==> src/rtl/faultsel_pkg.sv <==
package faultsel_pkg;

  // Flags produced by the comparison datapath for one magnitude pair.
  typedef struct packed {
    logic valid;     // flags below belong to a fresh strobe
    logic mismatch;  // difference exceeds 1/16 of the larger value
    logic aLarger;   // channel A strictly larger
    logic bLarger;   // channel B strictly larger
  } cmpFlags_t;

endpackage

==> src/rtl/mag_compare.sv <==
module mag_compare
  import faultsel_pkg::*;
#(
  parameter int MAG_W = 16
) (
  input  logic             clk,
  input  logic             rstN,
  input  logic             magValid,
  input  logic [MAG_W-1:0] magA,
  input  logic [MAG_W-1:0] magB,
  output cmpFlags_t        cmpOut
);

  localparam int EXT_W = MAG_W + 4;

  logic             aBig;
  logic             bBig;
  logic [MAG_W-1:0] larger;
  logic [MAG_W-1:0] diff;
  logic [EXT_W-1:0] diffTimes16;
  logic [EXT_W-1:0] largerExt;
  logic             overLimit;

  always_comb begin
    aBig = magA > magB;
    bBig = magB > magA;
    if (aBig) begin
      larger = magA;
      diff   = magA - magB;
    end else begin
      larger = magB;
      diff   = magB - magA;
    end
    diffTimes16 = {diff, 4'b0000};
    largerExt   = {4'b0000, larger};
    overLimit   = diffTimes16 > largerExt;
  end

  always_ff @(posedge clk or negedge rstN) begin
    if (!rstN) begin
      cmpOut <= '0;
    end else begin
      cmpOut.valid <= magValid;
      if (magValid) begin
        cmpOut.mismatch <= overLimit;
        cmpOut.aLarger  <= aBig;
        cmpOut.bLarger  <= bBig;
      end
    end
  end

  AST_MISMATCH_UNEQUAL: assert property (@(posedge clk) disable iff (!rstN)
    cmpOut.valid && cmpOut.mismatch |-> (cmpOut.aLarger || cmpOut.bLarger))
    else $error("mismatch flagged on equal magnitudes");

  AST_NOT_BOTH_LARGER: assert property (@(posedge clk) disable iff (!rstN)
    !(cmpOut.aLarger && cmpOut.bLarger))
    else $error("both channels flagged larger");

endmodule

==> src/rtl/hold_qualifier.sv <==
module hold_qualifier #(
  parameter int HOLD_UPD = 3000
) (
  input  logic clk,
  input  logic rstN,
  input  logic tick,
  input  logic cond,
  output logic fire
);

  localparam int CW = (HOLD_UPD > 1) ? $clog2(HOLD_UPD) : 1;
  localparam logic [CW-1:0] LAST = CW'(HOLD_UPD - 1);

  logic [CW-1:0] runCnt;

  assign fire = tick && cond && (runCnt == LAST);

  always_ff @(posedge clk or negedge rstN) begin
    if (!rstN) begin
      runCnt <= '0;
    end else if (tick) begin
      if (!cond || fire) runCnt <= '0;
      else               runCnt <= runCnt + 1'b1;
    end
  end

  AST_RUN_BOUND: assert property (@(posedge clk) disable iff (!rstN)
    runCnt <= LAST)
    else $error("qualification count beyond limit");

  AST_RUN_RESTART: assert property (@(posedge clk) disable iff (!rstN)
    tick && !cond |=> runCnt == '0)
    else $error("run not restarted on broken condition");

  AST_IDLE_HOLD: assert property (@(posedge clk) disable iff (!rstN)
    !tick |=> $stable(runCnt))
    else $error("count moved without strobe");

endmodule

==> src/rtl/sel_ctrl.sv <==
module sel_ctrl
  import faultsel_pkg::*;
#(
  parameter int HOLD_UPD = 3000
) (
  input  logic      clk,
  input  logic      rstN,
  input  cmpFlags_t cmpIn,
  output logic      selB,
  output logic      fault
);

  logic faultCond;
  logic swapCond;
  logic faultFire;
  logic swapFire;

  always_comb begin
    faultCond = fault ? !cmpIn.mismatch : cmpIn.mismatch;
    swapCond  = cmpIn.mismatch && (selB ? cmpIn.aLarger : cmpIn.bLarger);
  end

  hold_qualifier #(.HOLD_UPD(HOLD_UPD)) i_faultQual (
    .clk  (clk),
    .rstN (rstN),
    .tick (cmpIn.valid),
    .cond (faultCond),
    .fire (faultFire)
  );

  hold_qualifier #(.HOLD_UPD(HOLD_UPD)) i_swapQual (
    .clk  (clk),
    .rstN (rstN),
    .tick (cmpIn.valid),
    .cond (swapCond),
    .fire (swapFire)
  );

  always_ff @(posedge clk or negedge rstN) begin
    if (!rstN) begin
      selB  <= 1'b0;
      fault <= 1'b0;
    end else begin
      if (faultFire) fault <= !fault;
      if (swapFire)  selB  <= !selB;
    end
  end

  AST_FAULT_RISE_CAUSE: assert property (@(posedge clk) disable iff (!rstN)
    $rose(fault) |-> $past(cmpIn.valid && cmpIn.mismatch))
    else $error("fault rose without mismatch");

  AST_FAULT_FALL_CAUSE: assert property (@(posedge clk) disable iff (!rstN)
    $fell(fault) |-> $past(cmpIn.valid && !cmpIn.mismatch))
    else $error("fault fell during mismatch");

  AST_SWAP_TO_B: assert property (@(posedge clk) disable iff (!rstN)
    $rose(selB) |-> $past(cmpIn.valid && cmpIn.mismatch && cmpIn.bLarger))
    else $error("switched to B without B clearly larger");

  AST_SWAP_TO_A: assert property (@(posedge clk) disable iff (!rstN)
    $fell(selB) |-> $past(cmpIn.valid && cmpIn.mismatch && cmpIn.aLarger))
    else $error("switched to A without A clearly larger");

  AST_NO_STROBE_STABLE: assert property (@(posedge clk) disable iff (!rstN)
    !$past(cmpIn.valid) |-> ($stable(selB) && $stable(fault)))
    else $error("outputs moved without strobe");

endmodule

==> src/rtl/curr_sel_guard.sv <==
module curr_sel_guard
  import faultsel_pkg::*;
#(
  parameter int MAG_W    = 16,
  parameter int HOLD_UPD = 3000
) (
  input  logic             clk,
  input  logic             rstN,
  input  logic             magValid,
  input  logic [MAG_W-1:0] magA,
  input  logic [MAG_W-1:0] magB,
  output logic             selB,
  output logic             fault
);

  cmpFlags_t cmpFlags;

  mag_compare #(.MAG_W(MAG_W)) i_cmp (
    .clk      (clk),
    .rstN     (rstN),
    .magValid (magValid),
    .magA     (magA),
    .magB     (magB),
    .cmpOut   (cmpFlags)
  );

  sel_ctrl #(.HOLD_UPD(HOLD_UPD)) i_ctrl (
    .clk   (clk),
    .rstN  (rstN),
    .cmpIn (cmpFlags),
    .selB  (selB),
    .fault (fault)
  );

  AST_RESET_STATE: assert property (@(posedge clk)
    !rstN |=> (!selB && !fault))
    else $error("outputs not cleared by reset");

endmodule

==> config.mk <==
export PLATFORM = sky130hd
export DESIGN_NAME = curr_sel_guard
export DESIGN_NICKNAME = d
export VERILOG_FILES = /design/src/rtl/faultsel_pkg.sv /design/src/rtl/mag_compare.sv /design/src/rtl/hold_qualifier.sv /design/src/rtl/sel_ctrl.sv /design/src/rtl/curr_sel_guard.sv
export SDC_FILE = /design/constraint.sdc
export NUM_CORES = 1
export LEC_CHECK = 0
export CAP_MARGIN = 40
export CORE_MARGIN = 2
export CORE_UTILIZATION = 45
export CTS_BUF_LIST = sky130_fd_sc_hd__clkbuf_4
export CTS_CLUSTER_DIAMETER = 200
export DETAILED_ROUTE_END_ITERATION = 16
export HOLD_SLACK_MARGIN = 0.08
export PLACE_DENSITY = 0.75
export SYNTH_ARGS = -nofsm -noshare
export SYNTH_HDL_FRONTEND = slang
export SYNTH_SLANG_ARGS = --single-unit
==> constraint.sdc <==
create_clock -name clk -period 2.5 [get_ports clk]
set_input_delay 0.75 -clock clk [delete_from_list [all_inputs] [get_ports clk]]
set_output_delay 0.75 -clock clk [all_outputs]
set_load 0.01 [all_outputs]
==> impl_metrics.ini <==
[worst_setup_path]
crit_chain = buf_8 > inv_4 > ha_4 > inv_2 > fa_2 > a211oi_2 > buf_4 > o211ai_1 > nand2_1 > a21boi_4 > mux2i_2 > a221oi_2 > o31ai_2 > xor2_1 > ha_1 > nand4_1 > or3_4 > o32ai_2 > o221ai_1 > o32a_1
cp-startpoint = magA[0]
arrival_ns = 4.45
worst-path-buf-inv = 4
critical-path-top-delay-family = compound AO/OA/AOI/OAI gates
cp_max_fo = 7
crit_slowest_cell = or3_4
crit_type = primary input to register
crit_required_ns = 2.72
end_kind = register
critPathLaunchType = primary input
reg2reg_from = i_ctrl.i_faultQual.runCnt[3]
cp_slowest_stage_delay_ns = 0.41

[power]
intPower_mw = 1.48
p_comb_share_pct = 53.7
pwr-share-clk_pct = 20.3
seqPwrFrac_pct = 26.0
p_per_area_mw_per_mm2 = 457
switching_share_pct = 37.1
leakagePower_nw = 2.44
p_sw_mw = 0.872
ir_drop_mv = 0.247
power.total_mw = 2.35

[logic_synthesis]
netlist_area_mm2 = 0.00346
syn_avg_cell_area_um2 = 7.85
ys_ff_latch = 30
ys.flop_type = dfrtp_1
ys_seq_area_share_pct = 21.7
synth_fp_nets = 523
synth_edf_count = 0
yosys.cell_types.count = 49
netlist_instances = 440
ys_warn_count = 0
synthArstFlopShare_pct = 100

[sta]
maxSlewHeadroom_pct = 65.5
fin_crit_sh_pct = 169
fmax_mhz = 237
maxSlewViolCount = 0
hold_violations = 0
rsz0062_at_grt = true
worst_slack_ns = -1.73
setup_violations = 3
finalCriticalPeriod_ns = 4.23
tns_ns = -2.28
worst_hold_slack_ns = 0.523
skew_ns = 0.0101
worst_pin_slew_ns = 0.512

[floorplanning]
io_pins = 37
die_x_um = 91.6
die_area_mm2 = 0.00840
rows = 31
start_util_pct = 47.1
core_area_mm2 = 0.00733
die_y_um = 91.6

[cts]
holdBufCountCts = 0
insertion_delay_ns = 0.33
cts.sinks = 30
cts_buffer_depth = 2
cts_max_level = 2
cts_buffers = 5
cts.clk_slew.worst_paths_ns = 0.09
clock-root-buffer = clkbuf_4
cts_tree = yes

[cells_and_area]
fin_util_pct = 70.3
area_growth_pct = 49.0
final_common_cell = buf_4
design_area_mm2 = 0.00515
diodes = 0
final-instance-count-excl-fill = 683
num-nets-final = 666
layout_common_cells = buf_4 (113), nor2_1 (49), a21oi_1 (40)
layout-drive-gt1-share_pct = 37.2

[routing]
routedWlPerCell_um = 15.7
drc = 0
ant_nets = 0
wirelength_mm = 10.7
drt_first_pass_iters = 5
drt_iter0_markers = 222
num_vias = 3789
avgViaCountPerCell = 5.55

[run]
drv_cap = 0

[placed_design]
dpl-instance-area_mm2 = 0.00477
placedCellCount = 663
portBuffers = 36
dp_hpwl_mm = 7.87
pre_cts_ws_ns = -2.41
gp_congestion = 0.942

[min_path]
min_from = i_cmp.cmpOut[1]
hp-class = register to register

[global_route]
grt_max_degree = 31
grt_first_pass_wirelength_mm = 17.5
first_global_vias = 3902
track_usage_pct = 25.3
antenna_found_initial = 0
overflow = 0

[status]
status = finished with violations
failed_checks = negative setup slack
routing by layer:
layer / global-route usage (%) / vias up / part of all wire, %
li1: - / 1844 / -
met1: 30.8 / 1796 / 43
met2: 46.8 / 118 / 51
met3: 2.38 / 31 / 3.7
met4: 7.45 / 0 / 2.6
met5: 0 / - / 0
cells by family (layout without fill, tap and decap cells):
logic type      count (synthesis)  after routing  synth area share (%)
fa+ha+maj                      48             48                  17.8
buf+inv                        63            207                  8.04
simple gates                  134            134                  18.8
flops                          30             30                  21.7
compound gates                118            118                  20.9
xor+xnor                       32             32                  8.11
mux                            15             15                  4.60
power groups by stage:
stage / Combinational [mW] / Clock [mW] / Sequential, mW
4_1_cts: 1.19 / 0.482 / 0.612
3_3_place_gp: 1.07 / 0 / 0.617
3_5_place_dp: 1.10 / 0 / 0.621
6_report: 1.26 / 0.477 / 0.612
2_1_floorplan: 0.695 / 0 / 0.605
5_1_grt: 1.37 / 0.500 / 0.624
final cells by class:
cell class / instances / area (um2)
clock buffers: 5 / 37.5
repair buffers: 157 / 1230
fillers: 548 / 2180
well taps: 99 / 124
flip-flops and latches: 30 / 751
inverters: 42 / 183
clock inverters: 3 / 63.8
multi-input cells: 347 / 2760
flip-flops by register name, summed over array words and instances (netlist names):
| signal | cells |
|---|---|
| i_cmp.cmpOut | 4 |
| i_ctrl.fault | 1 |
| i_ctrl.i_faultQual.runCnt | 12 |
| i_ctrl.i_swapQual.runCnt | 12 |
| i_ctrl.selB | 1 |
cells in the mapped netlist, types with 2 or more instances:
library cell	count	share of area [%]
a21o_1	9	2.0
mux2_2	3	0.98
a221o_1	2	0.58
nand2_1	33	3.6
o211ai_1	5	1.1
nand4_1	14	2.5
buf_2	6	0.87
o21ai_0	25	3.6
nor2b_1	2	0.36
ha_1	46	17
nand3b_1	3	0.65
nor2_1	49	5.3
inv_1	42	4.6
buf_4	7	1.5
nor4_1	3	0.54
o22ai_1	2	0.36
nand3_1	11	1.6
nor3_1	2	0.29
dfrtp_1	30	22
o21a_1	3	0.65
and3_1	9	1.6
a31oi_1	7	1.3
a221oi_1	3	0.76
o31ai_1	2	0.43
a211oi_1	7	1.5
xor2_1	20	5.1
mux2i_1	11	3.2
xnor2_1	12	3.0
fa_1	2	1.2
o221ai_1	2	0.51
a21oi_1	44	6.4
or4_1	2	0.43
clkbuf_1	6	0.65
worst paths after layout:
check | slack, ns | end | depth (start not counted)
setup / recovery | -1.73 | i_cmp.cmpOut[2] | 20
hold / removal | 0.52 | i_ctrl.selB | 1
setup reg to reg | 0.25 | i_ctrl.i_faultQual.runCnt[5] | 4
hold reg to reg | 0.52 | i_ctrl.selB | 1
max in group asynchronous | 1.41 | i_cmp.cmpOut[1] | 2
min in group asynchronous | 0.81 | i_ctrl.i_swapQual.runCnt[7] | 2
repair_timing:
item                       CTS  global route
setup buffers               12             1
pin swaps                   40             8
setup endpoints to repair    3             3
resized for setup          148            13
(Power assumes the default switching activity.)
